[src/rtl/adc_pipe_pkg.sv]
package adc_pipe_pkg;
  localparam int unsigned FRAME_BITS = 16;
  localparam int unsigned CFG_BITS   = 14;

  // configuration word: apply, input kind, channel, bandwidth, ref, scan, no-readback
  function automatic logic [CFG_BITS-1:0] build_cfg(input logic [2:0] ch,
                                                     input logic [2:0] refsel);
    return {1'b1, 3'b111, ch, 1'b1, refsel, 2'b00, 1'b1};
  endfunction

  // left-justify the configuration in a frame, two idle bits after it
  function automatic logic [FRAME_BITS-1:0] frame_word(input logic [CFG_BITS-1:0] cfg);
    return {cfg, 2'b00};
  endfunction

  // drop trailing pad bits so the result is right-aligned
  function automatic logic [FRAME_BITS-1:0] right_align(input logic [FRAME_BITS-1:0] w,
                                                         input int unsigned res);
    return w >> (FRAME_BITS - res);
  endfunction

  // frames per request: data frame plus one or two configuration frames
  function automatic logic [2:0] frames_for(input logic same_ch);
    return same_ch ? 3'd2 : 3'd3;
  endfunction

  typedef enum logic [1:0] {
    ST_IDLE = 2'd0,
    ST_GAP  = 2'd1,
    ST_XFER = 2'd2
  } seq_state_t;
endpackage

[src/rtl/adc_frame_shifter.sv]
module adc_frame_shifter #(
  parameter int unsigned SCLK_HALF = 2,
  localparam int unsigned NBITS    = adc_pipe_pkg::FRAME_BITS,
  localparam int unsigned DIV_W    = (SCLK_HALF > 1) ? $clog2(SCLK_HALF) : 1,
  localparam int unsigned BIT_W    = $clog2(NBITS)
) (
  input  logic             clk,
  input  logic             rst_n,
  input  logic             kick,
  input  logic [NBITS-1:0] tx_word,
  input  logic             miso,
  output logic             sclk,
  output logic             mosi,
  output logic             cs_n,
  output logic             active,
  output logic             done,
  output logic [NBITS-1:0] rx_word
);
  logic [DIV_W-1:0] div_cnt;
  logic [BIT_W-1:0] bit_cnt;
  logic             sclk_q;
  logic [NBITS-1:0] tx_sh;
  logic [NBITS-1:0] rx_sh;
  logic             half_end;

  assign half_end = (32'(div_cnt) == SCLK_HALF - 1);

  always_ff @(posedge clk or negedge rst_n) begin
    if (!rst_n) begin
      active  <= 1'b0;
      done    <= 1'b0;
      div_cnt <= '0;
      bit_cnt <= '0;
      sclk_q  <= 1'b0;
      tx_sh   <= '0;
      rx_sh   <= '0;
    end else begin
      done <= 1'b0;
      if (!active) begin
        if (kick) begin
          active  <= 1'b1;
          tx_sh   <= tx_word;
          div_cnt <= '0;
          bit_cnt <= '0;
          sclk_q  <= 1'b0;
        end
      end else if (half_end) begin
        div_cnt <= '0;
        if (!sclk_q) begin
          sclk_q <= 1'b1;
          rx_sh  <= {rx_sh[NBITS-2:0], miso};
        end else begin
          sclk_q <= 1'b0;
          tx_sh  <= {tx_sh[NBITS-2:0], 1'b0};
          if (32'(bit_cnt) == NBITS - 1) begin
            active <= 1'b0;
            done   <= 1'b1;
          end else begin
            bit_cnt <= bit_cnt + 1'b1;
          end
        end
      end else begin
        div_cnt <= div_cnt + 1'b1;
      end
    end
  end

  assign sclk    = sclk_q;
  assign mosi    = active & tx_sh[NBITS-1];
  assign cs_n    = ~active;
  assign rx_word = rx_sh;
endmodule

[src/rtl/adc_gap_timer.sv]
module adc_gap_timer #(
  parameter int unsigned GAP_CYC = 8,
  localparam int unsigned CNT_W  = $clog2(GAP_CYC + 1)
) (
  input  logic clk,
  input  logic rst_n,
  input  logic frame_done,
  input  logic frame_active,
  output logic gap_ok
);
  logic [CNT_W-1:0] cnt;

  always_ff @(posedge clk or negedge rst_n) begin
    if (!rst_n) begin
      cnt <= '0;
    end else if (frame_done) begin
      cnt <= '0;
    end else if (32'(cnt) != GAP_CYC) begin
      cnt <= cnt + 1'b1;
    end
  end

  assign gap_ok = (32'(cnt) == GAP_CYC) && !frame_active && !frame_done;
endmodule

[src/rtl/adc_seq_ctrl.sv]
module adc_seq_ctrl
  import adc_pipe_pkg::*;
#(
  parameter int unsigned RES_BITS = 14,
  parameter int unsigned NUM_CH   = 8,
  parameter logic [2:0]  REF_CODE = 3'd1,
  localparam int unsigned CH_W    = $clog2(NUM_CH),
  localparam int unsigned INIT_FRAMES = 5
) (
  input  logic                  clk,
  input  logic                  rst_n,
  input  logic                  start,
  input  logic [CH_W-1:0]       chan,
  input  logic                  gap_ok,
  input  logic                  frame_done,
  input  logic [FRAME_BITS-1:0] rx_word,
  output logic                  kick,
  output logic [FRAME_BITS-1:0] tx_word,
  output logic                  busy,
  output logic                  res_valid,
  output logic [RES_BITS-1:0]   res_data,
  output logic                  accept,
  output logic                  data_done
);
  seq_state_t      state;
  logic [2:0]      remaining;
  logic            init_q;
  logic [CH_W-1:0] req_ch;
  logic [CH_W-1:0] last_ch;

  assign accept    = (state == ST_IDLE) && start;
  assign kick      = (state == ST_GAP) && gap_ok;
  assign data_done = (state == ST_XFER) && frame_done && (remaining == 3'd1);
  assign busy      = (state != ST_IDLE);
  assign tx_word   = frame_word(build_cfg(3'(req_ch), REF_CODE));

  always_ff @(posedge clk or negedge rst_n) begin
    if (!rst_n) begin
      state     <= ST_GAP;
      remaining <= 3'(INIT_FRAMES);
      init_q    <= 1'b1;
      req_ch    <= '0;
      last_ch   <= '0;
      res_valid <= 1'b0;
      res_data  <= '0;
    end else begin
      res_valid <= 1'b0;
      unique case (state)
        ST_IDLE: begin
          if (accept) begin
            req_ch    <= chan;
            remaining <= frames_for(chan == last_ch);
            state     <= ST_GAP;
          end
        end
        ST_GAP: begin
          if (kick) state <= ST_XFER;
        end
        ST_XFER: begin
          if (frame_done) begin
            if (remaining == 3'd1) begin
              state   <= ST_IDLE;
              last_ch <= req_ch;
              if (init_q) begin
                init_q <= 1'b0;
              end else begin
                res_valid <= 1'b1;
                res_data  <= RES_BITS'(right_align(rx_word, RES_BITS));
              end
            end else begin
              remaining <= remaining - 1'b1;
              state     <= ST_GAP;
            end
          end
        end
        default: state <= ST_IDLE;
      endcase
    end
  end
endmodule

[src/rtl/adc_pipe_ctrl.sv]
module adc_pipe_ctrl #(
  parameter int unsigned RES_BITS  = 14,
  parameter int unsigned NUM_CH    = 8,
  parameter int unsigned SCLK_HALF = 2,
  parameter int unsigned GAP_CYC   = 8,
  parameter logic [2:0]  REF_CODE  = 3'd1,
  localparam int unsigned CH_W     = $clog2(NUM_CH)
) (
  input  logic                clk,
  input  logic                rst_n,
  input  logic                start,
  input  logic [CH_W-1:0]     chan,
  output logic                busy,
  output logic                res_valid,
  output logic [RES_BITS-1:0] res_data,
  output logic                sclk,
  output logic                mosi,
  output logic                cs_n,
  input  logic                miso
);
  localparam int unsigned FB = adc_pipe_pkg::FRAME_BITS;

  // named internal events, observed by the bound checker
  logic          kick;
  logic          frame_done;
  logic          frame_active;
  logic          gap_ok;
  logic          accept;
  logic          data_done;
  logic [FB-1:0] tx_word;
  logic [FB-1:0] rx_word;

  adc_seq_ctrl #(
    .RES_BITS(RES_BITS),
    .NUM_CH  (NUM_CH),
    .REF_CODE(REF_CODE)
  ) u_seq (
    .clk       (clk),
    .rst_n     (rst_n),
    .start     (start),
    .chan      (chan),
    .gap_ok    (gap_ok),
    .frame_done(frame_done),
    .rx_word   (rx_word),
    .kick      (kick),
    .tx_word   (tx_word),
    .busy      (busy),
    .res_valid (res_valid),
    .res_data  (res_data),
    .accept    (accept),
    .data_done (data_done)
  );

  adc_gap_timer #(
    .GAP_CYC(GAP_CYC)
  ) u_gap (
    .clk         (clk),
    .rst_n       (rst_n),
    .frame_done  (frame_done),
    .frame_active(frame_active),
    .gap_ok      (gap_ok)
  );

  adc_frame_shifter #(
    .SCLK_HALF(SCLK_HALF)
  ) u_shift (
    .clk    (clk),
    .rst_n  (rst_n),
    .kick   (kick),
    .tx_word(tx_word),
    .miso   (miso),
    .sclk   (sclk),
    .mosi   (mosi),
    .cs_n   (cs_n),
    .active (frame_active),
    .done   (frame_done),
    .rx_word(rx_word)
  );
endmodule

[config.mk]
export PLATFORM = sky130hd
export DESIGN_NAME = adc_pipe_ctrl
export DESIGN_NICKNAME = d
export VERILOG_FILES = /design/src/rtl/adc_pipe_pkg.sv /design/src/rtl/adc_frame_shifter.sv /design/src/rtl/adc_gap_timer.sv /design/src/rtl/adc_seq_ctrl.sv /design/src/rtl/adc_pipe_ctrl.sv
export SDC_FILE = /design/constraint.sdc
export NUM_CORES = 1
export LEC_CHECK = 0
export ABC_AREA = 1
export CAP_MARGIN = 5
export CORE_MARGIN = 5
export CORE_UTILIZATION = 38
export DETAILED_ROUTE_END_ITERATION = 8
export GPL_ROUTABILITY_DRIVEN = 0
export PLACE_DENSITY = 0.66
export SLEW_MARGIN = 20
export SYNTH_ARGS = -nofsm -noshare
export SYNTH_HDL_FRONTEND = slang
export SYNTH_SLANG_ARGS = --single-unit
[constraint.sdc]
create_clock -name clk -period 1.8 [get_ports clk]
set_input_delay 0.36 -clock clk [delete_from_list [all_inputs] [get_ports clk]]
set_output_delay 0.36 -clock clk [all_outputs]
set_load 0.02 [all_outputs]
# Yosys cells after proc, flatten, opt, wreduce, memory -nomap -nowiden

Cells that the tools add are included.

Add/subtract/negate cells: 4
Equal/unequal tests: 14
Multiplexer cells: 40
Bitwise logic cells: 4
Reduce and logical (&&, ||, !) cells: 20

Operators with widths:

| operator                                                               | number |
|---|---|
| 16-bit 2-to-1 mux                                                      | 4 |
| 4-bit 2-to-1 mux                                                       | 7 |
| 1-bit 2-to-1 mux                                                       | 21 |
| 2-bit != test (second input constant)                                  | 6 |
| 3-bit AND reduction                                                    | 4 |
| 4-bit AND reduction                                                    | 3 |
| 3-bit 2-to-1 mux                                                       | 3 |
| 4-bit by 1-bit adder with 4-bit output (second input constant)         | 2 |
| 4-bit equality test (second input constant)                            | 2 |
| 2-bit nonzero test                                                     | 4 |
| 2-bit 2-to-1 mux                                                       | 3 |
| 2-bit one-hot mux with 3 select lines                                  | 1 |
| 3-bit one-hot mux with 2 select lines                                  | 1 |
| 1-bit logical AND                                                      | 4 |
| 4-bit != test (second input constant)                                  | 1 |
| 2-bit AND reduction                                                    | 2 |
| 3-bit by 1-bit equality test with 1-bit output (second input constant) | 1 |
| 3-bit equality test                                                    | 1 |
| 1-bit inverter                                                         | 3 |
| 3-bit by 1-bit subtractor with 3-bit output (second input constant)    | 1 |
| 2-bit by 1-bit equality test with 1-bit output (second input constant) | 1 |
| 2-bit equality test (second input constant)                            | 1 |
| 1-bit zero test                                                        | 2 |
| 2-bit zero test                                                        | 1 |
| 3 further kinds                                                        | 3 |

Register bits after elaboration: 71
Input bits: 7
Output and inout bits: 19
Word-level logic and storage cells: 97

# Depth between registers and ports, before layout

Word-level depth: 6
Mapped depth: 10
Mapped depth without buffers: 9

# Hierarchy

From an unflattened synthesis, not the netlist that was laid out.

Cell total of the unflattened synthesis: 390
Area total of the unflattened synthesis: 3368.2 µm²

Modules (own cells, without submodules):

| module            | instances | cells an instance | area each (µm²) | seq. area each (µm²) |
|---|---|---|---|---|
| adc_frame_shifter | 1         | 203               | 1803.0          | 1001.0 |
| adc_seq_ctrl      | 1         | 160               | 1317.5          | 680.7 |
| adc_gap_timer     | 1         | 27                | 247.7           | 100.1 |

# Worst setup path before layout

No wires, ideal clock.

Kind: register to register
From: register u_seq.remaining[0]
To: register u_seq.res_data[1]
Setup time: 0.122 ns
Arrival time: 1.352 ns
Data required time: 1.678 ns
Setup slack: 0.326 ns
Cell stages (with the launch flop): 8
Buffers on the path: 1
Period minus slack after synthesis: 1.474 ns
Path through: dfstp_2 > ha_1 > inv_1 > nor2_2 > nand3_2 > nor2_4 > buf_4 > a21oi_1

Cells in the longest elaborated chain, start to end: 2

Ends and longest elaborated chain:

| what                                           | RTL line           | RTL |
|---|---|---|
| from (decl)                                    | adc_seq_ctrl.sv:26 | `logic [2:0] remaining;` |
| from (signal assigned)                         | adc_seq_ctrl.sv:40 | `remaining <= 3'(INIT_FRAMES);` |
| from (signal assigned)                         | adc_seq_ctrl.sv:52 | `remaining <= frames_for(chan == last_ch);` |
| from (signal assigned)                         | adc_seq_ctrl.sv:71 | `remaining <= remaining - 1'b1;` |
| 3-bit by 1-bit equality test with 1-bit output | -                  |  |
| 4-bit AND reduction (no line)                  | -                  |  |
| to (signal assigned)                           | adc_seq_ctrl.sv:68 | `res_data <= RES_BITS'(right_align(rx_word, RES_BITS));` |
| to (decl)                                      | adc_seq_ctrl.sv:21 | `output logic [RES_BITS-1:0] res_data,` |

Every way passes these cells.
A chain may end at the register's enable or synchronous reset.

# Worst setup path after layout

From: register u_seq.res_data[0]
To: output res_data[0]

RTL lines:

| what      | RTL line            | RTL |
|---|---|---|
| to (decl) | adc_pipe_ctrl.sv:15 | `output logic [RES_BITS-1:0] res_data,` |

No word-level cell between the ends.

==> summary.txt <==
H-tree levels: 3
Num CTS Buffers: 9
stages on the worst setup path: 1
sequential element share of the synthesized area: 56.54%
vias in the first global route: 2,264
Clock Sinks: 69
Critical Path AT: 1310 ps
largest net degree at the start of global routing: 34
Layout Area Growth over Synthesis: 20.87%
Die Height: 99.78 um
final worst slack: 126.1 ps
row cnt: 32
Avg Inst Size Synth: 8.930 um^2
RSZ-0062 raised after global routing: no
dominant delay contributor by cell family on the critical path: buffers and inverters
ANT nets after route: 0
CTS tree: done
first-pass GRT wire length: 10,130 um
peak supply drop: 0.3104 mV
routed via count: 2,244
Clock Power Share: 48.4%
Power, Total: 3184 uW
Crit path required time: 1440 ps
Worst-path clk slew: 70 ps
setup TNS: 0 ps
root buffer cell: clkbuf_8
crit path capture type: output pin
Crit-path slowest cell: clkdlybuf4s50_1
Rel. slew slack: 68.20%
WP buf/inv: 1
Crit Path Category: reg2out
port buffer count: 25
Hold WC Path Type: reg2reg
DIE AREA: 9956 um^2
setup slack after placement: 213.6 ps
DRC errors left: 0
Hold Slack: 470.0 ps
Synth Instances: 343
Synth Warn #: 0
Comb pwr share: 2.3%
Max stage delay on crit path: 610 ps
Ports: 26
hold path depth: 2
max frequency: 0.5974 GHz
core area: 7807 um^2
post-layout min period: 1674 ps
postcts setup bufs: 0
drt pass-1 iters: 4
Setup violations, final: 0
sequential share of power: 49.3%
dpl cells: 467
Max Cap Violations: 0
Initial Utilization: 39.23%
Reg2Reg Setup Slack: 210 ps
WL/cell: 11.64 um
Routed WL: 5633 um
HPWL Detailed: 4009 um
Leak: 0.001854 uW
P_sw: 630.9 uW
final count of hold timing violations: 0
Int Pwr: 2553 uW
Least-Margin Pin Slew: 477.0 ps
initial antenna violation count: 0
worst-skew pair later-pin latency: 340 ps
gr ovfl total: 0
critical path, cell by cell: clkdlybuf4s50_1
DR vias/cell: 4.636
CTS max path bufs: 2
worst setup path start: u_seq.res_data[0]
sw frac: 19.81%
post-synth net total: 355
crit path capture: res_data[0]
Worst Skew: 11.64 ps
crit share post-route: 93.00%
crit path launch type: register
FF+latch count, synth: 69
Die Width: 99.78 um
initial DRC count: 126
status: complete, no violations
ant diodes: 0
worst-path fanout max: 2
reg2reg end: u_seq.res_data[1]
worst r2r src: u_seq.remaining[0]
PwrDens: 860.0 nW/um^2
Synth cell types: 31
GRT Overall Usage: 12.69%
Final Max Slew Viols: 0
Layout Cells excl Fill: 484
R2R depth: 8
nets: 389
proportion of layout cells with a drive suffix above 1: 13.09%
Synth Cell Area: 3063 um^2
==> power groups by stage <==
stage | clock network (uW) | registers (uW) | logic, uW
final | 1540 | 1570 | 73.4
after global routing | 1640 | 1570 | 87.2
after CTS | 1570 | 1570 | 77.5
after detailed placement | 0 | 1600 | 75.4
after global placement | 0 | 1600 | 73.8
after floorplan | 0 | 1600 | 18.0
==> how the worst min path moves through the flow <==
stage                      start           endpoint  slack, ps
6_report       u_shift.tx_sh[12]  u_shift.tx_sh[12]        470
5_1_grt        u_shift.tx_sh[14]  u_shift.tx_sh[14]        500
4_1_cts         u_shift.tx_sh[7]   u_shift.tx_sh[7]        470
3_5_place_dp               rst_n     u_shift.active        350
3_3_place_gp               rst_n     u_shift.active        340
2_1_floorplan              rst_n       u_gap.cnt[0]         60
==> Yosys cell counts <==
cell | count | area [um^2]
nand2_1 | 102 | 382.9
o21ai_0 | 30 | 150.1
inv_1 | 31 | 116.4
mux2_2 | 1 | 11.26
nor4_1 | 1 | 6.260
nand3_2 | 1 | 10.01
nand4_4 | 1 | 21.27
nand3_1 | 19 | 95.09
nor2_1 | 28 | 105.1
nor3_1 | 1 | 5.000
dfrtp_1 | 65 | 1627
nand3b_1 | 1 | 7.510
buf_4 | 3 | 22.52
or2_2 | 7 | 43.79
a21oi_2 | 2 | 17.52
inv_2 | 2 | 7.510
buf_6 | 2 | 22.52
nor2_2 | 2 | 12.51
inv_4 | 1 | 6.260
o21ai_1 | 1 | 5.000
nand4_1 | 4 | 25.02
a21oi_1 | 15 | 75.07
xnor2_1 | 2 | 17.52
dfstp_2 | 4 | 105.1
clkbuf_1 | 2 | 7.510
ha_1 | 5 | 62.56
buf_2 | 4 | 20.02
nor2_4 | 2 | 22.52
xor2_1 | 1 | 8.760
nand2_4 | 2 | 22.52
nor4_4 | 1 | 21.27
==> area by class of cell <==
cell class              count  area [um^2]
multi-input cells         229         1129
clock inverters             5        107.6
repair buffers             34        335.3
clock buffers              11        141.4
flip-flops and latches     69         1732
well taps                 102        127.6
fillers                   793         4105
inverters                  34        130.1
==> flip-flops by register name, indices dropped and copies added, names as in the netlist <==
register and flops:
u_seq.res_valid 1, u_seq.req_ch 3, u_shift.tx_sh 14, u_shift.bit_cnt 4, u_seq.remaining 3, u_gap.cnt 4
u_seq.init_q 1, u_shift.done 1, u_shift.sclk 1, u_shift.rx_word 16, u_shift.div_cnt 1, u_seq.res_data 14
u_shift.active 1, u_seq.last_ch 3, u_seq.state 2
==> layer usage <==
layer | vias to the layer above | track usage, % | share of wire (%)
li1 | 1155 | - | -
met1 | 1058 | 15.67 | 46
met2 | 20 | 20.11 | 48
met3 | 11 | 4.378 | 3.2
met4 | 0 | 5.672 | 2.1
met5 | - | 0 | 0
==> what timing repair did <==
action | 4_1_cts | 5_1_grt
endpoints found under the setup margin | 4 | 0
gates resized for setup | 4 | 0
hold buffers | 1 | 0
hold endpoints to repair | 17 | 0
==> logic make-up (layout without fill, tap and decap cells) <==
group / after synthesis / in the layout / synth area share (%)
AO/OA/AOI/OAI: 48 / 48 / 8.088
AND/OR/NAND/NOR: 172 / 172 / 25.49
flip-flops: 69 / 69 / 56.54
buffers and inverters: 45 / 84 / 6.618
adder cells (fa/ha/maj): 5 / 5 / 2.042
multiplexers: 1 / 1 / 0.3676
XOR/XNOR: 3 / 3 / 0.8580
==> through the flow <==
stage / cell area, um^2 / utilization, %
final: 3702 / 47.42
after global routing: 3702 / 47.42
after CTS: 3702 / 47.42
after detailed placement: 3448 / 44.17
after global placement: 3448 / 44.17
after floorplan: 3063 / -
==> placed cells by master (no fill, tap or decap), types with 2 or more instances in the layout <==
cell and n:
or2_2 7, nor2_4 2, o21ai_0 30, inv_2 2, nand4_1 4, dfstp_2 4
bufinv_16 3, clkbuf_8 10, ha_1 5, a21oi_2 2, clkdlybuf4s50_1 20, nand2_4 2
dlygate4sd2_1 4, nand2_1 102, dfrtp_1 65, nand3_1 19, xnor2_1 2, nor2_2 2
nor2_1 28, clkinv_4 2, buf_12 2, a21oi_1 15, buf_4 6, inv_1 31
Power figures use the tool's default switching activity.
